`config.mk`:
```
export PLATFORM = sky130hd
export DESIGN_NAME = edh_ctrl
export DESIGN_NICKNAME = d
export VERILOG_FILES = /design/src/rtl/edh_ctrl.sv
export SDC_FILE = /design/constraint.sdc
export NUM_CORES = 1
export LEC_CHECK = 0
export ABC_CLOCK_PERIOD_IN_PS = 5210
export BUFFER_PORTS_ARGS = -buffer_cell sky130_fd_sc_hd__buf_4
export CORE_ASPECT_RATIO = 0.75
export CORE_MARGIN = 2
export CORE_UTILIZATION = 45
export DETAILED_ROUTE_END_ITERATION = 6
export PLACE_DENSITY_LB_ADDON = 0.3
export SETUP_SLACK_MARGIN = 0.2
export SYNTH_ARGS = -nofsm -noshare
export SYNTH_HDL_FRONTEND = slang
export SYNTH_SLANG_ARGS = --single-unit
```
`constraint.sdc`:
```
create_clock -name clk -period 5.21 [get_ports clk]
set_input_delay 0.2605 -clock clk [delete_from_list [all_inputs] [get_ports clk]]
set_output_delay 0.2605 -clock clk [all_outputs]
set_load 0.01 [all_outputs]
```
`src/rtl/edh_ctrl.sv`:
```
module edh_ctrl #(
  parameter int          UDW_N = 16,
  parameter logic [15:0] POLY  = 16'h1021,
  parameter logic [7:0]  DID   = 8'hF4
) (
  input  logic       clk,
  input  logic       rst_n,
  input  logic [9:0] vid_in,
  input  logic       field_start,
  input  logic       ap_active,
  input  logic       ff_active,
  input  logic       pkt_slot,
  input  logic       cfg_insert,
  input  logic       cfg_keep_rx,
  input  logic       cfg_cascade,
  input  logic [4:0] ap_err,
  input  logic [4:0] ff_err,
  output logic [9:0] vid_out
);
  localparam int HDR_N = 5;
  localparam int PKT_N = HDR_N + UDW_N + 1;
  localparam int LAST  = PKT_N - 1;
  localparam int CW    = $clog2(PKT_N);

  typedef enum logic [1:0] {M_PASS, M_DEL, M_INS} mode_t;

  function automatic logic [15:0] crc_step(input logic [15:0] c, input logic [9:0] d);
    logic [15:0] r;
    r = c;
    for (int i = 9; i >= 0; i--) begin
      if (r[15] ^ d[i]) r = {r[14:0], 1'b0} ^ POLY;
      else              r = {r[14:0], 1'b0};
    end
    return r;
  endfunction

  function automatic logic [9:0] par8(input logic [7:0] v);
    return {~(^v), ^v, v};
  endfunction

  logic          busy;
  logic [CW-1:0] cnt;
  mode_t         mode_r;
  logic [15:0]   ap_acc, ff_acc, ap_hold, ff_hold;
  logic [8:0]    sum;

  wire           start = pkt_slot & ~busy;
  wire           in_pkt = start | busy;
  wire  [CW-1:0] idx = start ? '0 : cnt;
  wire  [CW-1:0] k = idx - CW'(HDR_N);

  mode_t pick, mode;
  assign pick = cfg_insert ? M_INS : (!cfg_cascade && !cfg_keep_rx) ? M_DEL : M_PASS;
  assign mode = start ? pick : mode_r;

  logic [5:0] uval;
  always_comb begin
    case (k)
      CW'(0):  uval = ap_hold[5:0];
      CW'(1):  uval = ap_hold[11:6];
      CW'(2):  uval = {2'b00, ap_hold[15:12]};
      CW'(3):  uval = ff_hold[5:0];
      CW'(4):  uval = ff_hold[11:6];
      CW'(5):  uval = {2'b00, ff_hold[15:12]};
      CW'(6):  uval = {1'b0, ap_err};
      CW'(7):  uval = {1'b0, ff_err};
      default: uval = 6'd0;
    endcase
  end

  logic [9:0] ins_word;
  always_comb begin
    if (idx == '0)                  ins_word = 10'h000;
    else if (idx < CW'(3))          ins_word = 10'h3FF;
    else if (idx == CW'(3))         ins_word = par8(DID);
    else if (idx == CW'(4))         ins_word = par8(8'(UDW_N));
    else if (idx == CW'(LAST))      ins_word = {~sum[8], sum};
    else                            ins_word = par8({uval, 2'b00});
  end

  always_ff @(posedge clk) begin
    if (!rst_n) begin
      busy   <= 1'b0;
      cnt    <= '0;
      mode_r <= M_PASS;
    end else if (start) begin
      busy   <= 1'b1;
      cnt    <= CW'(1);
      mode_r <= pick;
    end else if (busy) begin
      if (cnt == CW'(LAST)) begin
        busy <= 1'b0;
        cnt  <= '0;
      end else begin
        cnt <= cnt + CW'(1);
      end
    end
  end

  always_ff @(posedge clk) begin
    if (!rst_n)
      sum <= '0;
    else if (start)
      sum <= '0;
    else if (busy && mode_r == M_INS && cnt >= CW'(3) && cnt < CW'(LAST))
      sum <= sum + ins_word[8:0];
  end

  always_ff @(posedge clk) begin
    if (!rst_n) begin
      ap_acc <= '0; ff_acc <= '0; ap_hold <= '0; ff_hold <= '0;
    end else if (field_start) begin
      ap_hold <= ap_acc;
      ff_hold <= ff_acc;
      ap_acc  <= ap_active ? crc_step(16'h0000, vid_in) : 16'h0000;
      ff_acc  <= ff_active ? crc_step(16'h0000, vid_in) : 16'h0000;
    end else begin
      if (ap_active) ap_acc <= crc_step(ap_acc, vid_in);
      if (ff_active) ff_acc <= crc_step(ff_acc, vid_in);
    end
  end

  always_ff @(posedge clk) begin
    if (!rst_n)
      vid_out <= 10'h000;
    else if (in_pkt && mode == M_INS)
      vid_out <= ins_word;
    else if (in_pkt && mode == M_DEL)
      vid_out <= idx[0] ? 10'h040 : 10'h200;
    else
      vid_out <= vid_in;
  end
endmodule

```
==> results.txt, run 1 <==
----------------------------------------------------
[Timing]
  Period utilization ... 0.809
  Total setup violations reported at the end of the flow ... 0
  Layout Skew ... approximately 0.0062 ns
  Final count of hold timing violations ... 0
  RSZ-0062 raised after global routing ... no
  Accumulated negative setup slack ... 0 ns
  Slew at the pin closest to its max-slew limit ... 0.978 ns
  Final critical delay including setup and external delays ... 4.22 ns
  Timing-limited maximum frequency ... approximately 240 MHz
  Tightest slew margin relative to the limit ... 0.347
  Max-slew violation total from the final report ... 0

[Clock tree]
  Number of resized instances in the post-cts repair step ... 0
  Max clock buf depth ... 2
  Post-CTS setup-driven buffer insertion count ... 0
  Insertion delay of the later-clocked pin in the worst-skew pair ... 0.35 ns
  H-tree depth reported by CTS ... 3
  Number of CTS-inserted buffers ... 9
  Number of hold buffers added after CTS ... 0
  Root Driver ... sky130_fd_sc_hd__clkbuf_16
  Post-CTS clock slew at the launch and capture registers of the worst setup and hold paths ... 0.07 ns
  Number of clock sinks ... 91
  CTS tree ... done

[Logic synthesis]
  Count of synthesis-stage warnings from yosys ... 0
  Area share of xor/xnor cells in the synthesized design ... 0.112
  Most area-consuming cells after synthesis ... sky130_fd_sc_hd__dfxtp_1, sky130_fd_sc_hd__mux2i_1, sky130_fd_sc_hd__xnor2_1
  Combinational family with the most area after synthesis ... simple AND/OR/NAND/NOR gates
  Number of synthesized flops with an enable pin ... 0
  Post-synthesis cell count ... 661
  Average instance area after synthesis ... 8.45 sq um
  Flip-flop and latch count after synthesis ... 91
  Adder-cell share of the synthesized area ... 0.0260
  Summed instance area of the synthesized netlist ... roughly 0.0056 sq mm
  Synth Area in Compound Gates ... 0.181
  Total nets after synthesis ... 701
  Share of synthesized cell area in and, or, nand and nor gates ... 0.213
  Post-synthesis sequential area ratio ... 0.326
  Area share of the largest cell type after synthesis ... 0.326
  Most used flip-flop cell after synthesis ... sky130_fd_sc_hd__dfxtp_1
  Distinct cells, synth ... 70
  Mux contribution to synthesized area ... 0.0939
  Largest area contributor in the netlist ... sky130_fd_sc_hd__dfxtp_1
  Share of flip-flops with an asynchronous set or reset ... 0

[Power and ir drop]
  Power Total ... between 2000 and 2500 uW
  Leakage power of the design ... 0.00239 uW
  Worst VDD drop ... 0.000219 V
  Areal power density over the cells ... 331 mW/mm^2

[Cells and area]
  Commonest cells after routing, fill and taps aside ... sky130_fd_sc_hd__dfxtp_1, sky130_fd_sc_hd__xnor2_1, sky130_fd_sc_hd__a21oi_1
  Ratio of cells with drive above 1 in the final layout ... 0.116
  Area taken by flip-flops and latches ... 0.00182 sq mm
  Synth-to-Final Area Change ... 11.7%
  Number of fill cells in the layout ... about 1100
  Post-route non-filler standard cell count ... 837
  Commonest non-fill, non-tap cell in the layout ... sky130_fd_sc_hd__dfxtp_1
  Final #Nets ... just over 700
  Core utilization of the finished layout ... 0.512
  Area used by multi-input combinational logic ... between 0.003 and 0.004 sq mm
  Number of diodes added for antenna fixing ... 0

[Floorplan]
  Die area ... 0.0133 sq mm
  Die W ... 133 um
  Initial core utilization ... 0.459
  Core outline area ... 0.0122 sq mm
  Die outline height ... 100 um
  Ports ... 39
  Row count ... 35

[Drt]
  Antenna-violating nets left ... 0
  Initial DRC count ... about 390
  Mean routed wirelength per cell ... ~18 um
  First-pass DRT Iterations ... 5
  Drc violations ... 0
  Via count ... 4805
  Routed via count divided by cell count ... 5.74
  Overall routed net length ... 15000 um

[Critical path]
  Slowest stage cell, crit path ... sky130_fd_sc_hd__dfxtp_1
  Data arrival at the endpoint of the critical path ... 4.45 ns
  Setup CP Type ... reg -> reg
  Reg2reg setup slack ... 0.99 ns
  Endpoint kind of the worst setup timing path ... flop
  Startpoint of the worst setup timing path ... cnt[0]
  Slowest Stage Delay on Critical Path ... 0.96 ns
  Worst endpoint required time ... between 5 and 6 ns
  Cell class contributing the biggest share of worst-path delay ... compound AO/OA/AOI/OAI gates
  Critical-path maximum fanout ... 24
  Crit-path cells ... nor2b_1, and3_1, o21bai_1, and4_4, a21oi_1, ha_1, nor2b_1, o21ai_0, a21boi_0, o21ai_0, a21boi_0, o21a_1, or3_1, a211oi_1, a211o_1, o31ai_2
  Critical path buffer and inverter count ... 0
  FF-to-FF Start ... cnt[0]
  Startpoint types ... flop

[Worst hold path]
  Hold path startpoint ... cfg_insert
  Worst min path class ... in -> reg

[Global route]
  Global-route wire length before repair ... 24500 um
  Largest net degree at the start of global routing ... 81
  Met3 GRT Util ... 0.0508
  Total grt overflow ... 0
  Total track usage ... 0.234
  Met1 track demand over resource ... 0.352
  Global route hottest layer ... met1
  Grt met2 use ... 0.337
  Initial antenna violation count ... 0
  Vias in the first global route ... between 4000 and 5000

[Placed design]
  GP Congestion ... 0.944
  Number of buffers added on ports ... 38
  # placed instances ... 822
  Half-perimeter wire length after placement ... 10900 um

[Job]
  Maxcap violations ... 0

[Run status]
  Status ... finished clean

----------------------------------------------------
[state kept, by name, indices dropped and copies added (netlist names)]
signal / count
busy: 1
mode_r: 2
ap_hold: 16
ap_acc: 16
vid_out: 10
ff_hold: 16
ff_acc: 16
sum: 9
cnt: 5
[worst paths after layout]
kind,end,cells past startpoint
setup / recovery,sum[8],16
hold / removal,mode_r[1],3
setup reg to reg,sum[8],16
hold reg to reg,mode_r[1],2
[power breakdown]
part	internal [uW]	switching, uW	leakage, uW
sequential	749	65.9	0.000744
clock	493	281	0.000168
combinational	212	262	0.00148
total	1450	609	0.00239
[through the flow]
step                instance area, sq um  hold slack, ns  worst slack, ns
floorplan                           5580           0.421             1.50
global placement                    5880           0.472             1.24
detailed placement                  5880           0.487             1.08
CTS                                 6230           0.227             1.05
global route                        6230           0.254            0.730
finish                              6230           0.231            0.993
[worst min-delay path, delay by kind of cell]
| kind | cells | cell delay (ns) |
|---|---|---|
| AND/OR/NAND/NOR | 1 | 0.07 |
| buffers and inverters | 1 | 0.12 |
| AO/OA/AOI/OAI | 1 | 0.07 |
[cells in the mapped netlist, drive strengths merged, types with 9 or more instances]
library cell and number:
o21ai 34, dfxtp 91, nand3 21, ha 10
nor2b 48, nor3 14, inv 13, a211oi 21
mux2i 46, buf 14, a21oi 48, o211ai 9
o21a 15, and2 20, clkbuf 32, nor2 41
xnor2 50, nand2 39, xor2 19
[final cells by class]
class,instances,area share
Inverter,14,0.00843
Tap cell,166,0.0333
Timing Repair Buffer,41,0.0494
Clock buffer,11,0.0405
Clock inverter,4,0.0157
Multi-Input combinational cell,510,0.561
Sequential cell,91,0.292
[metal layers]
| metal | routed length [um] | vias up | share of wire |
|---|---|---|---|
| met2 | 6350 | 156 | 0.42 |
| met5 | 0 | - | 0 |
| met3 | 1060 | 13 | 0.071 |
| li1 | - | 2322 | - |
| met1 | 7430 | 2314 | 0.49 |
| met4 | 201 | 0 | 0.013 |
[cells by family (layout without fill, tap and decap cells)]
group | Yosys count | after routing
fa+ha+maj | 11 | 11
buf+inv | 60 | 70
flops | 91 | 91
mux | 51 | 51
xor+xnor | 70 | 70
compound gates | 157 | 157
simple gates | 221 | 221
Note: power is estimated with default switching activity, not from simulation.
==> run 2, diff against run 1 <==
--- a/config.mk
+++ b/config.mk
@@ -5,7 +5,7 @@
 export SDC_FILE = /design/constraint.sdc
 export NUM_CORES = 1
 export LEC_CHECK = 0
-export ABC_CLOCK_PERIOD_IN_PS = 5210
+export ABC_CLOCK_PERIOD_IN_PS = 4150
 export BUFFER_PORTS_ARGS = -buffer_cell sky130_fd_sc_hd__buf_4
 export CORE_ASPECT_RATIO = 0.75
 export CORE_MARGIN = 2
==> constraint.sdc (replaced) <==
create_clock -name clk -period 4.15 [get_ports clk]
set_input_delay 0.2075 -clock clk [delete_from_list [all_inputs] [get_ports clk]]
set_output_delay 0.2075 -clock clk [all_outputs]
set_load 0.01 [all_outputs]
==> results.txt, run 2 (same netlist as run 1, synthesis figures left out) <==
----------------------------------------------------
[Clock tree]
  Post-CTS setup-driven buffer insertion count ... 0
  Insertion delay of the later-clocked pin in the worst-skew pair ... 0.34 ns
  Number of clock sinks ... 91
  Root Driver ... sky130_fd_sc_hd__clkbuf_16
  Number of CTS-inserted buffers ... 9
  CTS tree ... done
  Post-CTS clock slew at the launch and capture registers of the worst setup and hold paths ... 0.06 ns
  Number of hold buffers added after CTS ... 0
  H-tree depth reported by CTS ... 3
  Max clock buf depth ... 2

[Drt]
  Drc violations ... 0
  Via count ... 4832
  Overall routed net length ... 15200 um
  Mean routed wirelength per cell ... 17.9 um
  Routed via count divided by cell count ... 5.70
  Total routed wire length on the met1 layer ... 7820 um
  Antenna-violating nets left ... 0
  Initial DRC count ... 499
  Met3 Routed Length ... 905 um
  Top layer reached by signal wires ... met4
  First-pass DRT Iterations ... 5
  Total met2 wirelength after detailed routing ... 6210 um

[Timing]
  Max-slew violation total from the final report ... 0
  Timing-limited maximum frequency ... 274 MHz
  Accumulated negative setup slack ... 0 ns
  Slew at the pin closest to its max-slew limit ... 0.856 ns
  Tightest slew margin relative to the limit ... 0.427
  Period utilization ... 0.879
  Total setup violations reported at the end of the flow ... 0
  Layout Skew ... 0.00683 ns
  Final critical delay including setup and external delays ... 3.65 ns
  Final count of hold timing violations ... 0
  RSZ-0062 raised after global routing ... no

[Power and ir drop]
  Areal power density over the cells ... 394 mW/mm^2
  Worst VDD drop ... 0.000237 V
  P_int ... between 1500 and 2000 uW
  Relative contribution of combinational cells to total power ... 0.246
  Leakage power of the design ... 0.00242 uW
  Share of total power in sequential cells ... 0.409
  Switching power as a share of total power ... 0.308
  Reported net switching power ... 762 uW
  Fraction of power consumed by the clock network ... 0.345

[Floorplan]
  Initial core utilization ... 0.459
  Ports ... 39
  Core outline area ... 0.0122 sq mm
  Die area ... 0.0133 sq mm
  Die outline height ... 100 um
  Die W ... about 130 um
  Row count ... 35

[Global route]
  Largest net degree at the start of global routing ... 81
  Global-route wire length before repair ... 24600 um
  Vias in the first global route ... 4537
  Initial antenna violation count ... 0
  Total grt overflow ... 0
  Total track usage ... 0.235

[Cells and area]
  Final #Nets ... between 700 and 800
  Core utilization of the finished layout ... 0.516
  Commonest cells after routing, fill and taps aside ... sky130_fd_sc_hd__dfxtp_1, sky130_fd_sc_hd__xnor2_1, sky130_fd_sc_hd__buf_4
  Number of fill cells in the layout ... 1182
  Commonest non-fill, non-tap cell in the layout ... sky130_fd_sc_hd__dfxtp_1
  Number of diodes added for antenna fixing ... 0
  Synth-to-Final Area Change ... 12.6%
  Ratio of cells with drive above 1 in the final layout ... 0.135

[Critical path]
  Critical path's most frequent cell ... sky130_fd_sc_hd__o21ai_0
  Crit-path cells ... buf_4, or2b_1, and4_1, o21ai_0, and4_4, a21oi_1, ha_1, nor2b_1, o21ai_0, a21boi_1, o21ai_1, a21boi_0, o21a_1, or3_1, a211oi_1, a211o_1, o31ai_2
  Cell class contributing the biggest share of worst-path delay ... compound AO/OA/AOI/OAI gates
  Setup CP Type ... reg -> reg
  Slowest stage cell, crit path ... sky130_fd_sc_hd__dfxtp_1
  Endpoint kind of the worst setup timing path ... flop
  Critical path buffer and inverter count ... 1
  Reg2reg setup slack ... approximately 0.5 ns
  Slowest Stage Delay on Critical Path ... between 0.3 and 0.4 ns
  Worst endpoint required time ... roughly 4.4 ns
  Data arrival at the endpoint of the critical path ... around 3.9 ns
  Critical-path maximum fanout ... 12
  Startpoint types ... flop

[Job]
  Maxcap violations ... 0

[Placed design]
  Half-perimeter wire length after placement ... approximately 11000 um
  GP Congestion ... 0.936
  Number of buffers added on ports ... 38

[Worst hold path]
  Worst min path class ... in -> reg

[Run status]
  Status ... finished clean

----------------------------------------------------
## run 2: cell types whose count changed in the layout (fill, tap and decap cells not counted), moves of 2 or more
| cell | delta |
|---|---|
| sky130_fd_sc_hd__dfxtp_2 | +2 |
| sky130_fd_sc_hd__bufinv_16 | -2 |
| sky130_fd_sc_hd__o21ai_0 | -2 |
| sky130_fd_sc_hd__a211oi_2 | +2 |
| sky130_fd_sc_hd__dfxtp_1 | -4 |
| sky130_fd_sc_hd__o21ai_1 | +2 |
| sky130_fd_sc_hd__dfxtp_4 | +2 |
| sky130_fd_sc_hd__clkbuf_1 | +2 |
| sky130_fd_sc_hd__buf_4 | +9 |
| sky130_fd_sc_hd__a211oi_1 | -2 |
## run 2: metal layers
layer | up-vias | track usage
met5 | - | 0
met4 | 0 | 0.0645
met3 | 21 | 0.0478
met2 | 151 | 0.342
met1 | 2316 | 0.352
li1 | 2344 | -
## run 2: worst min-delay path: cells and delay by family
family                 cells  cell delay, ns
buffers and inverters      1            0.12
AO/OA/AOI/OAI              1            0.08
AND/OR/NAND/NOR            1            0.07
## run 2: path summary, 6_finish.rpt
| kind | startpoint | endpoint | cells past startpoint |
|---|---|---|---|
| worst min register to register | mode_r[1] | mode_r[1] | 2 |
| worst max register to register | busy | sum[8] | 17 |
| worst min-delay path | cfg_insert | mode_r[1] | 3 |
| worst max-delay path | busy | sum[8] | 17 |
## run 2: layout make-up
cell class                      count  area [sq um]  share of cell area
Clock inverter                      3          46.3             0.00737
Clock buffer                       13           260              0.0414
Inverter                           14          52.6             0.00836
Tap cell                          166           208              0.0331
Timing Repair Buffer               50           375              0.0597
Multi-Input combinational cell    510          3510               0.559
Sequential cell                    91          1830               0.292
## run 2: power groups by stage
stage                     combinational (uW)  clock [uW]  sequential (uW)
final                                    610         854             1010
after global routing                     671         907             1020
after CTS                                604         866             1010
after detailed placement                 600           0             1030
after global placement                   585           0             1030
after floorplan                          466           0             1010
## run 2: per-stage QoR
stage / instances / hold slack, ns / setup WS, ns / cell area (sq um) / total power [uW]
after floorplan: 661 / 0.368 / 0.445 / 5580 / 1470
after global placement: 831 / 0.471 / 0.245 / 5950 / 1620
after detailed placement: 831 / 0.495 / 0.157 / 5950 / 1630
after CTS: 847 / 0.178 / 0.206 / 6260 / 2480
after global routing: 847 / 0.221 / 0.247 / 6280 / 2600
final: 847 / 0.183 / 0.502 / 6280 / 2480
## run 2: repair_timing
| action | in CTS | in global routing |
|---|---|---|
| setup endpoints to repair | 1 | 1 |
| gates cloned | 0 | 0 |
| pin swaps | 0 | 0 |
| resized for setup | 3 | 9 |
